[config.mk]
export PLATFORM = sky130hd
export DESIGN_NAME = misaligned_bus_splitter
export DESIGN_NICKNAME = d
export VERILOG_FILES = /design/src/rtl/msb_pkg.sv /design/src/rtl/msb_ctrl.sv /design/src/rtl/msb_dpath.sv /design/src/rtl/misaligned_bus_splitter.sv
export SDC_FILE = /design/constraint.sdc
export NUM_CORES = 1
export LEC_CHECK = 0
export ABC_AREA = 0
export BUFFER_PORTS_ARGS = -buffer_cell sky130_fd_sc_hd__clkbuf_2
export CAP_MARGIN = 20
export CELL_PAD_IN_SITES_DETAIL_PLACEMENT = 1
export CELL_PAD_IN_SITES_GLOBAL_PLACEMENT = 2
export CORE_AREA = 3 3 223 225
export DETAILED_ROUTE_END_ITERATION = 6
export DIE_AREA = 0 0 226 228
export PLACE_DENSITY_LB_ADDON = 0.15
export SYNTH_ARGS = -nofsm -noshare
export SYNTH_HDL_FRONTEND = slang
export SYNTH_SLANG_ARGS = --single-unit
[constraint.sdc]
create_clock -name clk -period 11.1 [get_ports clk]
set_clock_uncertainty 0.05 [all_clocks]
set_input_delay 1.665 -clock clk [delete_from_list [all_inputs] [get_ports clk]]
set_output_delay 1.665 -clock clk [all_outputs]
set_load 0.02 [all_outputs]
[src/rtl/msb_pkg.sv]
package msb_pkg;
  localparam int LANES  = 8;
  localparam int DATA_W = LANES * 8;

  // strobes from the sequencer to the lane datapath
  typedef struct packed {
    logic load;   // capture a new request
    logic step;   // current transaction acknowledged
  } msbStrobes_t;

  typedef enum logic [1:0] {
    ST_IDLE = 2'd0,
    ST_BUS  = 2'd1,
    ST_RSP  = 2'd2
  } msbState_t;
endpackage

[src/rtl/msb_ctrl.sv]
module msb_ctrl
  import msb_pkg::*;
(
  input  logic        clk,
  input  logic        rstN,
  input  logic        reqValid,
  input  logic        busReady,
  input  logic        lastBeat,
  output logic        reqReady,
  output logic        busValid,
  output logic        rspValid,
  output msbStrobes_t strobes
);
  msbState_t state, stateNext;

  always_ff @(posedge clk) begin
    if (!rstN) state <= ST_IDLE;
    else       state <= stateNext;
  end

  always_comb begin
    stateNext    = state;
    strobes      = '0;
    reqReady     = 1'b0;
    busValid     = 1'b0;
    rspValid     = 1'b0;
    unique case (state)
      ST_IDLE: begin
        reqReady = 1'b1;
        if (reqValid) begin
          strobes.load = 1'b1;
          stateNext    = ST_BUS;
        end
      end
      ST_BUS: begin
        busValid = 1'b1;
        if (busReady) begin
          strobes.step = 1'b1;
          if (lastBeat) stateNext = ST_RSP;
        end
      end
      ST_RSP: begin
        rspValid  = 1'b1;
        stateNext = ST_IDLE;
      end
      default: stateNext = ST_IDLE;
    endcase
  end

  // an unacknowledged transaction stays on the bus
  p_hold_r8: assert property (@(posedge clk) disable iff (!rstN)
    busValid && !busReady |=> busValid);
  // completion is a single-cycle pulse
  p_pulse_r9: assert property (@(posedge clk) disable iff (!rstN)
    rspValid |=> !rspValid);
  // completion only follows an acknowledgement
  p_after_ack_r9: assert property (@(posedge clk) disable iff (!rstN)
    rspValid |-> $past(busValid && busReady));
  // no new request is taken while a transaction is pending
  p_busy_r9: assert property (@(posedge clk) disable iff (!rstN)
    busValid |-> !reqReady);
endmodule

[src/rtl/msb_dpath.sv]
module msb_dpath
  import msb_pkg::*;
#(
  parameter int ADDR_W = 32
) (
  input  logic              clk,
  input  logic              rstN,
  input  msbStrobes_t       strobes,
  input  logic [ADDR_W-1:0] reqAddr,
  input  logic [1:0]        reqSize,
  input  logic              reqWrite,
  input  logic [DATA_W-1:0] reqWdata,
  input  logic [DATA_W-1:0] busRdata,
  output logic [ADDR_W-1:0] busAddr,
  output logic [2:0]        busSize,
  output logic [LANES-1:0]  busLaneEn,
  output logic              busWrite,
  output logic [DATA_W-1:0] busWdata,
  output logic [DATA_W-1:0] rspRdata,
  output logic              lastBeat
);
  localparam int CNT_W = $clog2(LANES) + 1;
  localparam int SH_W  = CNT_W + 3;

  logic [ADDR_W-1:0] curAddr;
  logic [CNT_W-1:0]  nBytes, remBytes, doneBytes;
  logic              wideMode, writeReg;
  logic [DATA_W-1:0] wAlign, rAcc;

  logic [CNT_W-1:0]  wordRoom, chunk, reqBytes;
  logic [2:0]        laneStart;
  logic [LANES:0]    fill;
  logic [DATA_W-1:0] topMask, picked, rNext;

  assign reqBytes  = CNT_W'(1) << reqSize;
  assign laneStart = curAddr[2:0];
  assign wordRoom  = CNT_W'(4) - CNT_W'(curAddr[1:0]);
  assign chunk     = wideMode ? CNT_W'(LANES)
                   : ((remBytes < wordRoom) ? remBytes : wordRoom);
  assign fill      = ((LANES+1)'(1) << chunk) - (LANES+1)'(1);
  assign lastBeat  = (remBytes == chunk);

  assign busAddr   = curAddr;
  assign busSize   = chunk[2:0];
  assign busLaneEn = fill[LANES-1:0] << laneStart;
  assign busWrite  = writeReg;
  assign busWdata  = (wAlign << {doneBytes, 3'b000}) >> {laneStart, 3'b000};

  // left-justify the lanes of this transaction, keep only its bytes
  assign topMask = ~({DATA_W{1'b1}} >> {chunk, 3'b000});
  assign picked  = (busRdata << {laneStart, 3'b000}) & topMask;
  assign rNext   = rAcc | (picked >> {doneBytes, 3'b000});
  assign rspRdata = rAcc >> SH_W'({CNT_W'(LANES) - nBytes, 3'b000});

  always_ff @(posedge clk) begin
    if (!rstN) begin
      curAddr   <= '0;
      nBytes    <= '0;
      remBytes  <= '0;
      doneBytes <= '0;
      wideMode  <= 1'b0;
      writeReg  <= 1'b0;
      wAlign    <= '0;
      rAcc      <= '0;
    end else if (strobes.load) begin
      curAddr   <= reqAddr;
      nBytes    <= reqBytes;
      remBytes  <= reqBytes;
      doneBytes <= '0;
      wideMode  <= (reqSize == 2'd3) && (reqAddr[2:0] == 3'd0);
      writeReg  <= reqWrite;
      wAlign    <= reqWdata << {CNT_W'(LANES) - reqBytes, 3'b000};
      rAcc      <= '0;
    end else if (strobes.step) begin
      curAddr   <= curAddr + ADDR_W'(chunk);
      remBytes  <= remBytes - chunk;
      doneBytes <= doneBytes + chunk;
      if (!writeReg) rAcc <= rNext;
    end
  end

  // lanes of one transaction never straddle the word halves
  p_one_word_r5: assert property (@(posedge clk) disable iff (!rstN)
    busLaneEn[7:4] == 4'd0 || busLaneEn[3:0] == 4'd0 || busLaneEn == 8'hFF);
  // full-width code only at a doubleword-aligned address
  p_dw_align_r4: assert property (@(posedge clk) disable iff (!rstN)
    busSize == 3'd0 && busLaneEn != 8'd0 |-> busAddr[2:0] == 3'd0);
  // after a non-final acknowledgement the next piece is word aligned
  p_next_word_r2: assert property (@(posedge clk) disable iff (!rstN)
    strobes.step && !lastBeat |=> busAddr[1:0] == 2'd0);
endmodule

[src/rtl/misaligned_bus_splitter.sv]
module misaligned_bus_splitter
  import msb_pkg::*;
#(
  parameter int ADDR_W = 32
) (
  input  logic              clk,
  input  logic              rstN,
  input  logic              reqValid,
  output logic              reqReady,
  input  logic [ADDR_W-1:0] reqAddr,
  input  logic [1:0]        reqSize,
  input  logic              reqWrite,
  input  logic [63:0]       reqWdata,
  output logic              busValid,
  input  logic              busReady,
  output logic [ADDR_W-1:0] busAddr,
  output logic [2:0]        busSize,
  output logic [7:0]        busLaneEn,
  output logic              busWrite,
  output logic [63:0]       busWdata,
  input  logic [63:0]       busRdata,
  output logic              rspValid,
  output logic [63:0]       rspRdata
);
  msbStrobes_t strobes;
  logic        lastBeat;

  msb_ctrl ctrl_i (
    .clk(clk), .rstN(rstN), .reqValid(reqValid), .busReady(busReady),
    .lastBeat(lastBeat), .reqReady(reqReady), .busValid(busValid),
    .rspValid(rspValid), .strobes(strobes)
  );

  msb_dpath #(.ADDR_W(ADDR_W)) dpath_i (
    .clk(clk), .rstN(rstN), .strobes(strobes), .reqAddr(reqAddr),
    .reqSize(reqSize), .reqWrite(reqWrite), .reqWdata(reqWdata),
    .busRdata(busRdata), .busAddr(busAddr), .busSize(busSize),
    .busLaneEn(busLaneEn), .busWrite(busWrite), .busWdata(busWdata),
    .rspRdata(rspRdata), .lastBeat(lastBeat)
  );

  // a waiting transaction keeps its address and lanes
  p_stable_r8: assert property (@(posedge clk) disable iff (!rstN)
    busValid && !busReady |=> $stable(busAddr) && $stable(busLaneEn) && $stable(busSize));
endmodule

# After elaboration in Yosys (flattened, before gate mapping)

Index checks and enable logic that the tools add are counted.

Order comparisons: 1
Shifts and indexed selects: 10
Multiplexer cells: 17
$add $sub $neg: 7
Bitwise gates (word level): 5
Reductions and logical operators: 7
Equality and inequality tests: 7

Operators with widths:

| cell                  | number |
|---|---|
| $shl 64x7->64         | 2 |
| $shr 64x7->64         | 2 |
| $and 64x64->64        | 1 |
| $mux 32               | 2 |
| $not 64->64           | 1 |
| $or 64x64->64         | 1 |
| $shl 64x6->64         | 1 |
| $shr 64x6->64         | 1 |
| $shr 64x7->64 const A | 1 |
| $add 32x4->32         | 1 |
| $mux 4                | 4 |
| $shl 1x4->8 const A   | 1 |
| $shl 8x3->8           | 1 |
| $sub 4x4->4 const A   | 2 |
| $sub 8x2->8 const B   | 1 |
| $mux 1                | 7 |
| $mux 2                | 3 |
| $add 4x4->4           | 1 |
| $eq 2x2->1 const B    | 2 |
| $eq 4x4->1            | 1 |
| $lt 4x4->1            | 1 |
| $ne 2x2->1 const B    | 2 |
| $pmux 2 s2            | 1 |
| $shl 1x2->4 const A   | 1 |
| other kinds (12)      | 13 |

Bits of input ports: 167
Output and inout bits: 175
Bits in registers: 176
Word-level logic and storage cells: 63

# Logic depth before layout (Yosys ltp)

Gate-level depths: netlist of run 1.

Depth in word-level cells: 9
Depth in mapped cells: 24

# By module

From an unflattened synthesis of run 1, not the netlist that was laid out.

Cell total of the unflattened synthesis: 2050
Area, all modules: 16550.9 um^2

Modules (own cells, without submodules):

| module    | times used | cells an instance | seq. area each (um^2) | area each (um^2) |
|---|---|---|---|---|
| msb_dpath | 1          | 2039              | 3483.3                | 16440.8 |
| msb_ctrl  | 1          | 11                | 40.0                  | 110.1 |

# Worst setup path before layout of run 1

OpenSTA, ideal clock, no wires.

Kind: reg-to-output
From: register dpath_i.curAddr[1], in the netlist dpath_i.busAddr[1]
To: output busLaneEn[6]
Setup slack: 4.358 ns
Stages on the path, launching flop included: 20
Path buffers: 6
Arrival: 5.027 ns
Cells stage by stage: dfxtp_1 > buf_2 > buf_2 > inv_1 > clkbuf_1 > clkbuf_1 > ha_1 > buf_6 > inv_1 > ha_1 > a211o_1 > nor3_1 > a21oi_1 > nor2_1 > nand2_1 > ha_1 > clkbuf_1 > o41ai_1 > a221oi_1 > a221oi_1

Word-level cells in the longest chain between the ends: 7

Ends and longest elaborated chain:

| element                | line                          | source |
|---|---|---|
| start, declared        | msb_dpath.sv:25               | `logic [ADDR_W-1:0] curAddr;` |
| start signal, assigned | msb_dpath.sv:66               | `curAddr <= reqAddr;` |
| start signal, assigned | msb_dpath.sv:75               | `curAddr <= curAddr + ADDR_W'(chunk);` |
| $sub 3x2->4            | msb_dpath.sv:37               | `assign wordRoom = CNT_W'(4) - CNT_W'(curAddr[1:0]);` |
| $lt 4x4->1             | msb_dpath.sv:39               | `: ((remBytes < wordRoom) ? remBytes : wordRoom);` |
| $mux 4                 | msb_dpath.sv:39               |  |
| $mux 4                 | msb_dpath.sv:38               | `assign chunk = wideMode ? CNT_W'(LANES)` |
| via busSize[0]         | misaligned_bus_splitter.sv:17 | `output logic [2:0] busSize,` |
| $shl 1x4->8            | msb_dpath.sv:40               | `assign fill = ((LANES+1)'(1) << chunk) - (LANES+1)'(1);` |
| $sub 8x2->8            | msb_dpath.sv:40               |  |
| $shl 8x3->8            | msb_dpath.sv:45               | `assign busLaneEn = fill[LANES-1:0] << laneStart;` |
| end, declared          | misaligned_bus_splitter.sv:18 | `output logic [7:0] busLaneEn,` |

The timed path passes the listed nets, and every way through them passes these cells.

# Final worst setup path of run 1

From: register dpath_i.curAddr[1], in the netlist dpath_i.busAddr[1]
To: output busLaneEn[7]

Word-level cells in the longest chain between the ends: 7

Ends and longest elaborated chain:

| element       | line |
|---|---|
| $sub 3x2->4   | msb_dpath.sv:37 |
| $lt 4x4->1    | msb_dpath.sv:39 |
| $mux 4        | msb_dpath.sv:39 |
| $mux 4        | msb_dpath.sv:38 |
| $shl 1x4->8   | msb_dpath.sv:40 |
| $sub 8x2->8   | msb_dpath.sv:40 |
| $shl 8x3->8 * | msb_dpath.sv:45 |

Every way passes the cells marked *; elsewhere a longest branch is shown, timed or not.

==> metrics.csv, run 1 <==
stage;metric;value;unit
outcome;status;finished, final reports clean;
floorplan;core;47750;um^2
cts;clock_path_buffers;2;
synth;avgSynthCellArea;8.037;um^2
synth;ys.flop_type;dfxtp_1;
placement;gp_routability_congestion;0.8720;
floorplan;core.rowCount;80;
sta;slew_violations;0;
sta;finalSetupViolations;0;
global_routing;grt_first_pass_wirelength;114300;um
worst_setup_path;crit_type;flip-flop to output port;
placement;dp.cells;2866;
detailed_routing;dr.pass1.iters;5;
detailed_routing;ant_nets;0;
synth;async_reset_ff_frac;0;
placement;dp_hpwl;56850;um
cts;ctsResizeCount;0;
cts;numClockSinks;176;
global_routing;overflow;0;
power_and_ir_drop;ir_drop;94.52;uV
synth;syn_area;16730;um^2
power_and_ir_drop;p_per_area;134.0;nW/um^2
cts;clockRootBuffer;clkbuf_16;
synth;ys_seq_area_frac;0.2106;
worst_setup_path;worst_ep_arrival_time;5730;ps
sta;tns;0;ps
detailed_routing;drcViolationCount;0;
worst_setup_path;crit_fanout;68;
floorplan;fp.dieH;228;um
sta;fin_crit_sh;0.6707;
worst_setup_path;start_kind;flip-flop;
worst_setup_path;worstSetupEndpointType;output port;
finish;fill_cells;5808;
floorplan;fp.dieW;226;um
finish;area_delta_synth_final;15.19;%
cts;path_clk_slew;80;ps
synth;yosysWarnings;0;
floorplan;ios;342;
finish;drive_above_1_share;0.2674;
global_routing;antenna_found_initial;0;
floorplan;dieArea;51530;um^2
synth;synthesis.nets;2267;
synth;synth_edf_count;0;
cts;ctsHoldBuffers;0;
sta;fin_crit;7445;ps
detailed_routing;via_count;17910;
cts;htreeDepth;4;
detailed_routing;detail_route.vias_per_cell;6.177;
finish;final_nets;2458;
detailed_routing;initialDrtViolationCount;1393;
sta;rsz0062_at_grt;false;
cts;clock_latency;480;ps
placement;io_buffers;341;
sta;worstMarginPinSlew;1026;ps
synth;syn_inst;2082;
worst_setup_path;cp.required;9390;ps
cts;cts_setup_buffers;0;
synth;synth_top_area_frac;0.2106;
global_routing;grt_max_degree;80;
power_and_ir_drop;power.leakage;7.274;nW
finish;antenna_cells;0;
finish;layoutNonFillerInstCount;2900;
run;cap_violations;0;
global_routing;grt_pass1_vias;18300;
min_path;hold_path.class;flip-flop to flip-flop;
synth;synth.distinct_cells;78;
sta;finalHoldViolCount;0;
cts;cts_tree;yes;
cts;cts_made_buffers;17;
floorplan;start_util;0.3504;
synth;synth_top_area_cell;dfxtp_1;
sta;relSlewSlack;0.3107;
synth;synth_area_leaders;dfxtp_1 21%, mux4_2 13%, mux2i_1 7.2%;
sta;timing.fmax;0.1343;GHz
detailed_routing;wl_per_cell;25.89;um
global_routing;track_usage;0.2847;
sta;hold_ws;415.2;ps
synth;synth.ff_latch_count;176;
detailed_routing;drt-total-wl;75080;um
[per-stage QoR]
| step | total power, mW | worst slack, ps | utilization | instance area [um^2] |
|---|---|---|---|---|
| finish | 2.583 | 3655 | 0.4037 | 19270 |
| detailed placement | 1.948 | 4188 | 0.3906 | 18650 |
| floorplan | 1.523 | 4358 | - | 16730 |
| global route | 2.718 | 3233 | 0.4037 | 19270 |
| CTS | 2.588 | 3649 | 0.4033 | 19260 |
| global placement | 1.933 | 4338 | 0.3906 | 18650 |
[path summary, 6_finish.rpt]
path              slack, ps                             from  cells past startpoint                                to
setup / recovery       3660  dpath_i.busAddr[1]$_SDFFE_PN0P_                     16                      busLaneEn[7]
hold / removal          420  dpath_i.wAlign[60]$_SDFFE_PN0P_                      2   dpath_i.wAlign[60]$_SDFFE_PN0P_
setup reg to reg       5290  dpath_i.busAddr[1]$_SDFFE_PN0P_                     18  dpath_i.busAddr[24]$_SDFFE_PN0P_
hold reg to reg         420  dpath_i.wAlign[60]$_SDFFE_PN0P_                      2   dpath_i.wAlign[60]$_SDFFE_PN0P_
[layer usage]
metal,share of wire,GRT usage,wire length (um)
met4,0.030,0.09275,2245
met2,0.51,0.5018,38260
met5,0,0,0
met1,0.43,0.3613,31910
met3,0.035,0.03188,2658
[power by group]
part / switching (mW) / internal, mW
Clock: 0.315 / 0.328
Combinational: 0.806 / 0.401
Sequential: 0.0680 / 0.666
[logic make-up (layout without fill, tap and decap cells)]
family	after synthesis	in the layout	synth area share
compound gates	694	694	0.2807
fa+ha+maj	18	18	0.01481
simple gates	636	636	0.1694
mux	283	283	0.2476
buf+inv	243	446	0.06019
xor+xnor	32	32	0.01675
flops	176	176	0.2106
[worst max-delay path, cell delays in order, from the launching register on]
cell	delay (ps)
dfxtp_4	790
inv_1	150
ha_1	470
inv_1	120
ha_1	240
a211o_1	400
a21oi_2	710
o311ai_0	250
buf_4	230
nand2_1	70
ha_1	400
inv_1	170
o41ai_1	530
nor2_1	90
a311oi_1	260
a22oi_1	160
clkbuf_2	200
[state kept, by name, summed over array words and instances (netlist names)]
register           flops
dpath_i.rAcc          64
dpath_i.wAlign        64
dpath_i.busAddr       32
dpath_i.doneBytes      4
dpath_i.nBytes         4
dpath_i.remBytes       4
ctrl_i.state           2
dpath_i.busWrite       1
dpath_i.wideMode       1
[Yosys cell counts (8+ instances only)]
cell type / n
mux2_2: 63
buf_2: 46
nor2_1: 239
a22o_1: 50
o2bb2ai_1: 15
nor4_1: 9
buf_1: 23
a21o_1: 13
o21a_1: 27
o211ai_1: 20
dfxtp_1: 176
nor3_1: 50
a221oi_1: 25
o21ai_0: 155
xor2_1: 15
a22oi_1: 15
a21oi_1: 175
a222oi_1: 14
clkbuf_1: 127
nor2b_1: 18
a32o_1: 15
nand2_1: 185
nand3_1: 48
nand2b_1: 16
and3_1: 20
inv_1: 37
o22ai_1: 33
ha_1: 15
a211oi_1: 35
xnor2_1: 17
mux2i_1: 121
mux4_2: 98
or3_1: 8
or2_2: 11
a31oi_1: 8
and2_1: 15
[cell usage in the layout (no fill, tap or decap), types with 20 or more instances in the layout]
| cell type | Yosys | layout |
|---|---|---|
| dfxtp_1 | 176 | 169 |
| o21a_1 | 27 | 27 |
| o21ai_0 | 155 | 155 |
| nand3_1 | 48 | 48 |
| nand2_1 | 185 | 184 |
| buf_4 | 6 | 32 |
| clkbuf_2 | 0 | 342 |
| and3_1 | 20 | 20 |
| a211oi_1 | 35 | 35 |
| mux2_2 | 63 | 63 |
| inv_1 | 37 | 36 |
| nor3_1 | 50 | 50 |
| a21oi_1 | 175 | 175 |
| o22ai_1 | 33 | 33 |
| nor2_1 | 239 | 238 |
| mux4_2 | 98 | 98 |
| mux2i_1 | 121 | 121 |
| a22o_1 | 50 | 50 |
| o211ai_1 | 20 | 20 |
| a221oi_1 | 25 | 25 |
[layout make-up]
type | instances | area [um^2] | share of cell area
Clock buffer | 18 | 439.2 | 0.02279
Clock inverter | 13 | 165.2 | 0.008569
Inverter | 39 | 146.4 | 0.007595
Multi-Input combinational cell | 1663 | 12240 | 0.6353
Sequential cell | 176 | 3545 | 0.1839
Tap cell | 615 | 769.5 | 0.03992
Timing Repair Buffer | 376 | 1964 | 0.1019
Power figures use the tool's default switching activity.
==> run 2, diff against run 1 <==
--- a/config.mk
+++ b/config.mk
@@ -10,9 +10,9 @@
 export CAP_MARGIN = 20
 export CELL_PAD_IN_SITES_DETAIL_PLACEMENT = 1
 export CELL_PAD_IN_SITES_GLOBAL_PLACEMENT = 2
-export CORE_AREA = 3 3 223 225
+export CORE_AREA = 3 3 241 243
 export DETAILED_ROUTE_END_ITERATION = 6
-export DIE_AREA = 0 0 226 228
+export DIE_AREA = 0 0 244 246
 export PLACE_DENSITY_LB_ADDON = 0.15
 export SYNTH_ARGS = -nofsm -noshare
 export SYNTH_HDL_FRONTEND = slang
==> constraint.sdc (replaced) <==
create_clock -name clk -period 6.35 [get_ports clk]
set_clock_uncertainty 0.05 [all_clocks]
set_input_delay 0.9525 -clock clk [delete_from_list [all_inputs] [get_ports clk]]
set_output_delay 0.9525 -clock clk [all_outputs]
set_load 0.02 [all_outputs]
==> run 2 against run 1 <==
Against the previous run:
- register-to-register slack got worse by 3800 ps
- die area is 16% higher
- via count increased by 0.47%
- first-iteration DRC count is 14% lower
- clock power up 73%
- final cell count is 5.2% higher
- setup slack got worse by 3200 ps
==> metrics.csv, run 2 (same netlist as run 1, synthesis figures left out) <==
stage;metric;value;unit
outcome;status;finished, final reports clean;
detailed_routing;dr.pass1.iters;6;
worst_setup_path;crit_fanout;12;
run;cap_violations;0;
floorplan;dieArea;60020;um^2
cts;cts_tree;yes;
placement;gp_routability_congestion;0.8921;
cts;htreeDepth;4;
power_and_ir_drop;ir_drop;207.9;uV
sta;fin_crit_sh;0.9352;
finish;final_nets;2467;
sta;fin_crit;5939;ps
worst_setup_path;startpoint;dpath_i.busAddr[1]$_SDFFE_PN0P_;
cts;path_clk_slew;80;ps
finish;fill_cells;6826;
detailed_routing;drcViolationCount;0;
floorplan;fp.dieH;246;um
worst_setup_path;crit_type;flip-flop to output port;
power_and_ir_drop;p_per_area;231.8;nW/um^2
worst_setup_path;start_kind;flip-flop;
global_routing;grt_pass1_vias;18480;
detailed_routing;detail_route.vias_per_cell;5.897;
sta;rsz0062_at_grt;false;
detailed_routing;initialDrtViolationCount;1202;
placement;dp.cells;3016;
cts;numClockSinks;176;
floorplan;core.rowCount;87;
global_routing;antenna_found_initial;1;
power_and_ir_drop;power_frac_seq;0.281;
worst_setup_path;critPathMaxStageDelay;510;ps
detailed_routing;wl_per_cell;25.63;um
sta;tns;0;ps
sta;finalHoldViolCount;0;
worst_setup_path;crit_buf_inv;5;
worst_setup_path;crit_family;compound AO/OA/AOI/OAI gates;
detailed_routing;via_count;18000;
global_routing;grt_max_degree;102;
floorplan;fp.dieW;244;um
detailed_routing;ant_nets;0;
worst_setup_path;worst_ep_arrival_time;4940;ps
finish;final_cell_mix;342 x clkbuf_2, 237 x nor2_1, 184 x nand2_1;
floorplan;core;56170;um^2
worst_setup_path;worstSetupEndpointType;output port;
min_path;worstHoldStart;dpath_i.wAlign[57]$_SDFFE_PN0P_;
global_routing;grt_first_pass_wirelength;117500;um
worst_setup_path;crit_slowest_cell;o41ai_1;
finish;area_delta_synth_final;16.81;%
finish;final_common_cell;clkbuf_2;
finish;final_util;0.3480;
cts;ctsHoldBuffers;0;
placement;io_buffers;341;
global_routing;track_usage;0.2530;
worst_setup_path;cp.required;5350;ps
finish;layoutNonFillerInstCount;3052;
detailed_routing;drt-total-wl;78230;um
power_and_ir_drop;intPower;2.436;mW
sta;worstMarginPinSlew;1109;ps
sta;slew_violations;0;
power_and_ir_drop;clock_power_share;0.244;
power_and_ir_drop;power.switching;2.095;mW
finish;drive_above_1_share;0.2715;
min_path;hold_path.class;flip-flop to flip-flop;
power_and_ir_drop;power_frac_comb;0.475;
floorplan;start_util;0.2979;
floorplan;ios;342;
sta;finalSetupViolations;0;
cts;cts_setup_buffers;0;
power_and_ir_drop;power.leakage;7.311;nW
worst_setup_path;path_cells;inv_1 -> ha_1 -> inv_1 -> ha_1 -> a211oi_4 -> o21ai_2 -> a21oi_2 -> nor2_1 -> buf_4 -> nand2_1 -> ha_1 -> inv_1 -> o41ai_1 -> nor2_1 -> a311oi_1 -> a22oi_1 -> clkbuf_2;
cts;clock_path_buffers;2;
placement;dp_hpwl;59650;um
worst_setup_path;r2r_slack;1460;ps
worst_setup_path;r2r_start;dpath_i.busAddr[1]$_SDFFE_PN0P_;
cts;clockRootBuffer;clkbuf_16;
global_routing;overflow;0;
cts;cts_made_buffers;17;
sta;timing.fmax;0.1684;GHz
power_and_ir_drop;switching_share;0.4623;
cts;clock_latency;480;ps
sta;relSlewSlack;0.2604;
run 2: power groups by stage:
stage | Clock, mW | Combinational [mW] | Sequential, mW
after floorplan | 0 | 1.40 | 1.26
after global placement | 0 | 2.11 | 1.29
after detailed placement | 0 | 2.14 | 1.30
after CTS | 1.13 | 2.15 | 1.27
after global routing | 1.17 | 2.32 | 1.28
final | 1.11 | 2.15 | 1.27
run 2: repair_timing:
action	4_1_cts	5_1_grt
gates resized for setup	0	1
setup endpoints to repair	0	1
hold endpoints to repair	0	0
run 2: tightest hold or removal path: cells and delay by family (launching register included):
family           cells  cell delay, ps
AND/OR/NAND/NOR      1              50
AO/OA/AOI/OAI        1              60
flip-flops           1             310
run 2: through the flow:
step	area [um^2]	hold slack, ps	setup slack [ps]	power [mW]
final	19550	420.3	411.5	4.531
after global routing	19540	448.5	47.30	4.773
after CTS	19500	421.4	261.3	4.551
after detailed placement	18900	410.3	840.8	3.433
after global placement	18900	398.8	1019	3.405
after floorplan	16730	370.9	320.7	2.662
run 2: worst paths after layout:
| kind | end | cells after the start |
|---|---|---|
| setup reg to reg | dpath_i.busAddr[24]$_SDFFE_PN0P_ | 17 |
| hold / removal | dpath_i.wAlign[57]$_SDFFE_PN0P_ | 2 |
| setup / recovery | busLaneEn[7] | 17 |
| hold reg to reg | dpath_i.wAlign[57]$_SDFFE_PN0P_ | 2 |
run 2: layer usage:
metal | wire [um] | global-route usage | vias up
li1 | - | - | 8292
met1 | 33220 | 0.3175 | 9117
met2 | 39940 | 0.4562 | 490
met3 | 2849 | 0.02460 | 97
met4 | 2197 | 0.07949 | 2
met5 | 13 | 0 | -
run 2: cell type report:
class                           instances  area [um^2]  area share
Antenna cell                            1        2.502   0.0001280
Timing Repair Buffer                  385         2054      0.1051
Clock buffer                           17        425.4     0.02177
Inverter                               39        146.4    0.007490
Multi-Input combinational cell       1663        12260      0.6270
Sequential cell                       176         3545      0.1814
Tap cell                              756        945.9     0.04840
Clock inverter                         15        170.2    0.008706
